`src/rtl/phy_errcnt_pkg.sv`:
```
package phy_errcnt_pkg;

    // Default counter width shared by every instance
    localparam int ERRCNT_W = 8;

    // Channel numbering; also the value of the write select port
    localparam int NUM_CH = 2;

    typedef enum logic {
        CH_FALSE_CARRIER = 1'b0,
        CH_RX_ERROR      = 1'b1
    } errcnt_ch_e;

endpackage

```
`src/rtl/phy_errcnt_rx_qual.sv`:
```
// Qualifies raw symbol errors into at most one counted event per carrier.
module phy_errcnt_rx_qual (
    input  logic clk,
    input  logic rst_n,
    input  logic carrier_ok_i,
    input  logic bad_sym_i,
    input  logic collision_i,
    output logic event_o
);

    typedef struct packed {
        logic counted;   // this carrier event already produced a count
    } qual_st_t;

    qual_st_t st_d, st_q;
    logic     hit;

    always_comb begin
        st_d = st_q;
        hit  = carrier_ok_i && bad_sym_i && !collision_i && !st_q.counted;
        if (!carrier_ok_i) begin
            st_d.counted = 1'b0;
        end else if (hit) begin
            st_d.counted = 1'b1;
        end
    end

    always_ff @(posedge clk or negedge rst_n) begin
        if (!rst_n) begin
            st_q <= '0;
        end else begin
            st_q <= st_d;
        end
    end

    assign event_o = hit;

endmodule

```
`src/rtl/phy_errcnt_sat_counter.sv`:
```
// One saturating, loadable, clear-on-read counter with event latch and
// half-full crossing pulse.
module phy_errcnt_sat_counter #(
    parameter int CNT_W = phy_errcnt_pkg::ERRCNT_W
) (
    input  logic             clk,
    input  logic             rst_n,
    input  logic             inc_i,
    input  logic             rd_i,
    input  logic             wr_i,
    input  logic [CNT_W-1:0] wr_data_i,
    output logic [CNT_W-1:0] count_o,
    output logic             seen_o,
    output logic             half_o
);

    localparam logic [CNT_W-1:0] CNT_MAX     = {CNT_W{1'b1}};
    localparam logic [CNT_W-1:0] CNT_HALF    = CNT_MAX ^ (CNT_MAX >> 1);
    localparam logic [CNT_W-1:0] CNT_HALF_M1 = CNT_HALF - 1'b1;
    localparam logic [CNT_W-1:0] CNT_ONE     = {{(CNT_W-1){1'b0}}, 1'b1};

    typedef struct packed {
        logic [CNT_W-1:0] cnt;
        logic             seen;
        logic             half;
    } ctr_st_t;

    ctr_st_t st_d, st_q;

    always_comb begin
        st_d      = st_q;
        st_d.half = 1'b0;

        // value: write > read > increment
        if (wr_i) begin
            st_d.cnt = wr_data_i;
        end else if (rd_i) begin
            st_d.cnt = inc_i ? CNT_ONE : '0;
        end else if (inc_i && (st_q.cnt != CNT_MAX)) begin
            st_d.cnt  = st_q.cnt + 1'b1;
            st_d.half = (st_q.cnt == CNT_HALF_M1);
        end

        // latch: set beats clear
        if (inc_i) begin
            st_d.seen = 1'b1;
        end else if (rd_i) begin
            st_d.seen = 1'b0;
        end
    end

    always_ff @(posedge clk or negedge rst_n) begin
        if (!rst_n) begin
            st_q <= '0;
        end else begin
            st_q <= st_d;
        end
    end

    assign count_o = st_q.cnt;
    assign seen_o  = st_q.seen;
    assign half_o  = st_q.half;

endmodule

```
`src/rtl/phy_err_counters.sv`:
```
module phy_err_counters #(
    parameter int CNT_W = phy_errcnt_pkg::ERRCNT_W
) (
    input  logic             clk,
    input  logic             rst_n,
    input  logic             fc_event_i,
    input  logic             carrier_ok_i,
    input  logic             bad_sym_i,
    input  logic             collision_i,
    input  logic             mgmt_wr_en_i,
    input  logic             mgmt_wr_sel_i,
    input  logic [CNT_W-1:0] mgmt_wr_data_i,
    input  logic             fc_rd_i,
    input  logic             rx_rd_i,
    output logic [CNT_W-1:0] fc_count_o,
    output logic [CNT_W-1:0] rx_count_o,
    output logic             fc_seen_o,
    output logic             rx_seen_o,
    output logic             fc_half_o,
    output logic             rx_half_o
);

    import phy_errcnt_pkg::*;

    logic                 rx_event;
    logic [NUM_CH-1:0]    ch_inc;
    logic [NUM_CH-1:0]    ch_rd;
    logic [NUM_CH-1:0]    ch_wr;
    logic [NUM_CH-1:0]    ch_seen;
    logic [NUM_CH-1:0]    ch_half;
    logic [CNT_W-1:0]     ch_cnt [NUM_CH];

    phy_errcnt_rx_qual u_rx_qual (
        .clk          (clk),
        .rst_n        (rst_n),
        .carrier_ok_i (carrier_ok_i),
        .bad_sym_i    (bad_sym_i),
        .collision_i  (collision_i),
        .event_o      (rx_event)
    );

    assign ch_inc[CH_FALSE_CARRIER] = fc_event_i;
    assign ch_inc[CH_RX_ERROR]      = rx_event;
    assign ch_rd[CH_FALSE_CARRIER]  = fc_rd_i;
    assign ch_rd[CH_RX_ERROR]       = rx_rd_i;

    generate
        for (genvar g = 0; g < NUM_CH; g++) begin : g_ch
            assign ch_wr[g] = mgmt_wr_en_i && (mgmt_wr_sel_i == 1'(g));

            phy_errcnt_sat_counter #(
                .CNT_W (CNT_W)
            ) u_ctr (
                .clk       (clk),
                .rst_n     (rst_n),
                .inc_i     (ch_inc[g]),
                .rd_i      (ch_rd[g]),
                .wr_i      (ch_wr[g]),
                .wr_data_i (mgmt_wr_data_i),
                .count_o   (ch_cnt[g]),
                .seen_o    (ch_seen[g]),
                .half_o    (ch_half[g])
            );
        end
    endgenerate

    assign fc_count_o = ch_cnt[CH_FALSE_CARRIER];
    assign rx_count_o = ch_cnt[CH_RX_ERROR];
    assign fc_seen_o  = ch_seen[CH_FALSE_CARRIER];
    assign rx_seen_o  = ch_seen[CH_RX_ERROR];
    assign fc_half_o  = ch_half[CH_FALSE_CARRIER];
    assign rx_half_o  = ch_half[CH_RX_ERROR];

endmodule

```
`config.mk`:
```
export PLATFORM = sky130hd
export DESIGN_NAME = phy_err_counters
export DESIGN_NICKNAME = d
export VERILOG_FILES = /design/src/rtl/phy_errcnt_pkg.sv /design/src/rtl/phy_errcnt_rx_qual.sv /design/src/rtl/phy_errcnt_sat_counter.sv /design/src/rtl/phy_err_counters.sv
export SDC_FILE = /design/constraint.sdc
export NUM_CORES = 1
export LEC_CHECK = 0
export BUFFER_PORTS_ARGS = -buffer_cell sky130_fd_sc_hd__buf_2
export CAP_MARGIN = 20
export CORE_MARGIN = 2
export CORE_UTILIZATION = 45
export CTS_CLUSTER_SIZE = 10
export DETAILED_ROUTE_END_ITERATION = 8
export PLACE_DENSITY = 0.78
export SLEW_MARGIN = 10
export SYNTH_ARGS = -nofsm -noshare
export SYNTH_HDL_FRONTEND = slang
export SYNTH_SLANG_ARGS = --single-unit
```
`constraint.sdc`:
```
create_clock -name clk -period 1.25 [get_ports clk]
set_input_delay 0.25 -clock clk [delete_from_list [all_inputs] [get_ports clk]]
set_output_delay 0.25 -clock clk [all_outputs]
set_load 0.03 [all_outputs]
```
==> flow_summary_export.csv, run 1 <==
group,metric,value,unit
sta,finalHoldViolCount,0,
logic_synthesis,netlist_area,1270,um2
logic_synthesis,netlist_instances,132,
sta,timing.hold.ws,0.143,ns
layout,design_area,2160,um2
logic_synthesis,synth_top_cell_by_area,"dfrtp_1",
worst_setup_path,arrival,1.66,ns
min_path,hold_class,"in2reg",
clocking,clk_pin_slew,0.14,ns
global_routing,grt_pass1_vias,1351,
layout,final_layout_size_suffix_gt1_share,58.5,%
sta,fin_ws,-0.230,ns
route,dr.first_iter.drc_count,56,
clocking,cts_max_level,1,
route,drt_wl_total,4.60,mm
layout,fillCellCount,157,
sta,fin_crit_sh,118,%
logic_synthesis,yosysWarnings,0,
route,vias,1499,
logic_synthesis,ys.flop_type,"dfrtp_1",
worst_setup_path,critPathCaptureType,"register",
global_routing,grt_usage,25.4,%
clocking,cts-buffers-inserted,3,
layout,syn2layout_area_growth,70.4,%
logic_synthesis,seq_area_frac_synth,41.5,%
route,dr.pass1.iters,4,
worst_setup_path,worst_ep_required_time,1.43,ns
power,power,1.81,mW
worst_setup_path,path_class,"reg2reg",
sta,period_needed,1.48,ns
power,powerDensity,840,nW/um2
route,drtAntennaViolNets,0,
global_routing,antenna_found_initial,0,
logic_synthesis,ys_ff_latch,21,
clocking,clock_latency,0.33,ns
layout,seqCellArea,542,um2
place,placed_area,1700,um2
die,dieArea,3260,um2
die,die-width,57.1,um
sta,relSlewSlack,58.0,%
power,p_leak,0.965,nW
layout,diodes,0,
worst_setup_path,critPathLaunchType,"register",
layout,multi_input_area,852,um2
sta,setup_violations,29,
clocking,cts-root-buf,"clkbuf_4",
clocking,max-clock-path-buffers,2,
power,ir_drop,0.821,mV
logic_synthesis,syn_avg_cell_area,9.60,um2
run_status,outcome,"finished with violations",
route,vias_per_cell,6.04,
layout,final_nets,238,
job,max_cap_viol_count,0,
logic_synthesis,synth_edf_count,0,
die,core_area,2710,um2
place,port-buffer-count,37,
sta,worst_pin_slew,0.630,ns
sta,rsz0062_at_grt,"true",
clocking,cts_tree,"done",
sta,drv_slew,0,
global_routing,grt_max_degree,22,
route,wl_per_cell,18.5,um
die,io_pins,38,
clocking,cts_sinks,21,
logic_synthesis,synth_top_area_share,41.5,%
logic_synthesis,async_flop_share,100,%
worst_setup_path,crit_fanout,8,
sta,skew,0.0148,ns
die,die_y,57.1,um
logic_synthesis,yosysUniqueCellTypes,45,
sta,fmax,676,MHz
die,start_util,46.8,%
die,num_rows,19,
global_routing,grt_pass1_wl,6.47,mm
place,dp_hpwl,2.63,mm
place,gp_congestion,0.918,
global_routing,grt.overflow.total,0,
run_status,failed_checks,"setup timing",
logic_synthesis,synth_fp_nets,152,
sta,finalSetupTns,-3.14,ns
route,drc,0,
logic_synthesis,ys_top_cells_by_area,"dfrtp_1, nand2_1, o21ai_1, xor2_1, mux2i_1",
[synthesized netlist by cell type (3+ instances only)]
cell      count
a21oi_1       3
and3_1        4
buf_2         3
dfrtp_1      21
inv_1         4
mux2i_1       4
nand2_1      20
nand3_1       6
nor2_1        3
o211ai_1      5
o21ai_1      10
o31ai_1       4
xor2_1        5
[report_power, final]
part           internal (mW)  switching (mW)
combinational          0.321           0.339
clock                  0.125           0.238
sequential             0.733          0.0581
total                   1.18           0.635
[critical path, stage by stage, from the launching register on]
cell      delay [ns]
dfrtp_2         0.44
ha_4            0.17
nand4_4         0.17
o211ai_1        0.29
xor2_1          0.19
o21ai_1         0.09
[routing by layer]
layer | up-vias | wire, um | global-route usage [%]
met4 | 0 | 140 | 5.98
met2 | 86 | 2230 | 42.9
met3 | 17 | 306 | 3.17
met1 | 738 | 1920 | 35.0
li1 | 658 | - | -
met5 | - | 0 | 0
[logic make-up after synthesis]
group                    after synthesis  share of synthesized area, %
XOR/XNOR                               6                          4.15
adder cells (fa/ha/maj)                2                          1.97
AO/OA/AOI/OAI                         36                          19.8
buffers and inverters                  9                          4.15
multiplexers                           4                          3.16
AND/OR/NAND/NOR                       54                          25.3
flip-flops                            21                          41.5
[layout by cell type (no fill, tap or decap), types with 3 or more instances in the layout]
master	instances
a21oi_1	3
and3_4	3
buf_2	24
buf_4	35
buf_6	26
clkbuf_4	3
dfrtp_1	8
dfrtp_2	13
inv_1	4
mux2i_1	4
nand2_1	19
nand3_1	3
nand3_2	3
nor2_1	3
o211ai_1	5
o21ai_1	10
o31ai_1	3
xor2_1	5
[final timing paths]
check,slack (ns),depth (start not counted),to,from
worst max register to register,-0.23,5,g_ch[1].u_ctr.count_o[4]$_DFFE_PN0P_,g_ch[1].u_ctr.count_o[1]$_DFFE_PN0P_
worst min register to register,0.51,1,g_ch[1].u_ctr.seen_o$_DFFE_PN0P_,g_ch[1].u_ctr.seen_o$_DFFE_PN0P_
worst max-delay path,-0.23,5,g_ch[1].u_ctr.count_o[4]$_DFFE_PN0P_,g_ch[1].u_ctr.count_o[1]$_DFFE_PN0P_
min in group asynchronous,0.39,2,g_ch[1].u_ctr.count_o[5]$_DFFE_PN0P_,rst_n
worst min-delay path,0.14,3,g_ch[0].u_ctr.count_o[0]$_DFFE_PN0P_,mgmt_wr_data_i[0]
max in group asynchronous,0.48,2,g_ch[1].u_ctr.count_o[3]$_DFFE_PN0P_,rst_n
[metrics by stage]
step	instances	setup WS [ns]	utilization [%]
floorplan	132	-0.227	-
CTS	235	-0.164	73.4
global route	248	-0.325	79.7
detailed placement	219	-0.212	62.6
global placement	219	-0.153	62.6
finish	248	-0.230	79.7
[state kept, by name, indices dropped and copies added, names as in the netlist]
signal / count
g_ch.u_ctr.count_o: 16
u_rx_qual.st_q: 1
g_ch.u_ctr.seen_o: 2
g_ch.u_ctr.half_o: 2
[what timing repair did]
action / in CTS / in global routing
pin swaps: 5 / 17
gates resized for setup: 45 / 14
setup buffers: 11 / 13
setup endpoints to repair: 28 / 32
hold buffers: 1 / 0
endpoints found under the hold margin: 21 / 0
[layout make-up]
class | count | share of cell area [%]
clock buffer | 4 | 1.22
inverter | 4 | 0.695
multi-input combinational | 102 | 39.5
sequential | 21 | 25.1
tap | 31 | 1.80
timing repair buffer | 86 | 31.7
(Power assumes the default switching activity.)
==> inputs of run 2 (changes only) <==
--- a/config.mk
+++ b/config.mk
@@ -9,6 +9,7 @@
 export CAP_MARGIN = 20
 export CORE_MARGIN = 2
 export CORE_UTILIZATION = 45
+export CTS_BUF_LIST = sky130_fd_sc_hd__clkbuf_16
 export CTS_CLUSTER_SIZE = 10
 export DETAILED_ROUTE_END_ITERATION = 8
 export PLACE_DENSITY = 0.78
==> flow_summary_export.csv, run 2 (synthesized netlist as in run 1, its figures left out) <==
group,metric,value,unit
route,dr.first_iter.drc_count,70,
worst_setup_path,arrival,1.62,ns
worst_setup_path,critical_path.slowest_cell,"dfrtp_2",
place,gp_congestion,0.918,
power,powerDensity,985,nW/um2
clocking,cts_sinks,21,
die,dieArea,3260,um2
layout,layout.cells.non_filler,234,
worst_setup_path,slowest_delay,0.39,ns
sta,fin_crit_sh,121,%
sta,rsz0062_at_grt,"true",
power,p_leak,0.923,nW
die,start_util,46.8,%
sta,skew,0.00192,ns
global_routing,grt_pass1_vias,1399,
layout,final_common_cell,"buf_4",
route,dr.pass1.iters,5,
min_path,hold_class,"in2reg",
sta,fmax,660,MHz
route,drc,0,
route,vias,1426,
sta,fin_ws,-0.266,ns
sta,finalHoldViolCount,0,
sta,period_needed,1.52,ns
worst_setup_path,path_class,"reg2reg",
global_routing,grt_usage,26.3,%
worst_setup_path,path_cells,"ha_4 -> nand4_4 -> o211ai_1 -> xor2_1 -> o21ai_1",
layout,syn2layout_area_growth,67.5,%
worst_setup_path,critPathLaunchType,"register",
route,vias_per_cell,6.09,
place,place_inst,219,
run_status,failed_checks,"setup timing",
global_routing,antenna_found_initial,0,
job,max_cap_viol_count,0,
sta,worst_pin_slew,0.685,ns
clocking,clock_latency,0.25,ns
global_routing,grt_max_degree,22,
clocking,cts-buffers-inserted,3,
layout,diodes,0,
clocking,clk_pin_slew,0.06,ns
sta,setup_violations,22,
layout,final_nets,224,
worst_setup_path,cp_num_buf_inv,0,
place,port-buffer-count,37,
sta,relSlewSlack,54.3,%
global_routing,grt_pass1_wl,6.59,mm
power,power,2.09,mW
clocking,cts_max_level,1,
clocking,max-clock-path-buffers,2,
worst_setup_path,worst_ep_required_time,1.35,ns
die,die-width,57.1,um
die,die_y,57.1,um
place,dp_hpwl,2.63,mm
run_status,outcome,"finished with violations",
route,drt_wl_total,4.44,mm
layout,layout_common_cells,"buf_4, buf_2, nand2_1",
route,drtAntennaViolNets,0,
layout,largest_register_ff_count,16,
layout,fillCellCount,161,
die,core_area,2710,um2
clocking,cts-root-buf,"clkbuf_16",
worst_setup_path,cp_top_family,"compound AO/OA/AOI/OAI gates",
layout,final_layout_size_suffix_gt1_share,57.6,%
power,ir_drop,0.878,mV
die,io_pins,38,
worst_setup_path,critPathCaptureType,"register",
layout,multi_input_area,910,um2
die,num_rows,19,
global_routing,grt.overflow.total,0,
worst_setup_path,crit_fanout,5,
clocking,cts_tree,"done",
route,wl_per_cell,19.0,um
sta,drv_slew,0,
layout,seqCellArea,542,um2
[run 2: cell types whose count changed in the layout (fill, tap and decap cells not counted), sizes merged]
cell    delta
buf       -14
inv        +1
clkbuf     -1
[run 2: through the flow]
step,setup slack [ns],TNS (ns),utilization (%),hold slack (ns),area (um2)
4_1_cts,-0.191,-1.86,70.6,0.225,1910
3_3_place_gp,-0.153,-0.985,62.6,0.235,1700
2_1_floorplan,-0.227,-1.47,-,-0.0456,1330
5_1_grt,-0.296,-3.87,78.3,0.237,2120
6_report,-0.266,-2.71,78.3,0.220,2120
3_5_place_dp,-0.212,-1.80,62.6,0.235,1700
[run 2: path summary, 6_finish.rpt]
kind	startpoint	to	slack [ns]	cells past startpoint
setup reg to reg	g_ch[1].u_ctr.count_o[0]$_DFFE_PN0P_	g_ch[1].u_ctr.count_o[4]$_DFFE_PN0P_	-0.27	5
setup / recovery	g_ch[1].u_ctr.count_o[0]$_DFFE_PN0P_	g_ch[1].u_ctr.count_o[4]$_DFFE_PN0P_	-0.27	5
max in group asynchronous	rst_n	g_ch[0].u_ctr.count_o[2]$_DFFE_PN0P_	0.40	2
min in group asynchronous	rst_n	g_ch[1].u_ctr.half_o$_DFF_PN0_	0.49	2
hold / removal	mgmt_wr_data_i[0]	g_ch[0].u_ctr.count_o[0]$_DFFE_PN0P_	0.22	3
hold reg to reg	g_ch[1].u_ctr.seen_o$_DFFE_PN0P_	g_ch[1].u_ctr.seen_o$_DFFE_PN0P_	0.49	1
[run 2: layer usage]
layer | part of all wire, % | global-route usage (%) | vias to the layer above
met2 | 49 | 46.3 | 73
met1 | 40 | 32.0 | 701
met3 | 6.6 | 3.85 | 20
met5 | 0 | 0 | -
met4 | 4.3 | 11.3 | 0
li1 | - | - | 632
[run 2: layout make-up]
cell class | instances | share of cell area, %
Clock buffer | 3 | 3.54
Clock inverter | 1 | 0.177
Inverter | 4 | 0.707
Multi-Input combinational cell | 102 | 42.8
Sequential cell | 21 | 25.5
Tap cell | 31 | 1.83
Timing Repair Buffer | 72 | 25.4
[run 2: where the power goes]
group	total (mW)	internal, mW	switching, mW	leakage [nW]
combinational	0.614	0.278	0.336	0.624
sequential	0.789	0.734	0.0554	0.257
clock	0.688	0.427	0.261	0.0423
total	2.09	1.44	0.653	0.923
[run 2: tightest hold or removal path, cell delays in order]
cell	delay [ns]
buf_2	0.09
nand2_1	0.04
o31ai_1	0.06
[run 2: timing repair]
action	in CTS	in global routing
endpoints found under the setup margin	20	28
pin swaps	7	18
setup buffers	4	7
gates resized for setup	21	40
hold buffers	1	0
gates cloned	0	0
endpoints found under the hold margin	21	0
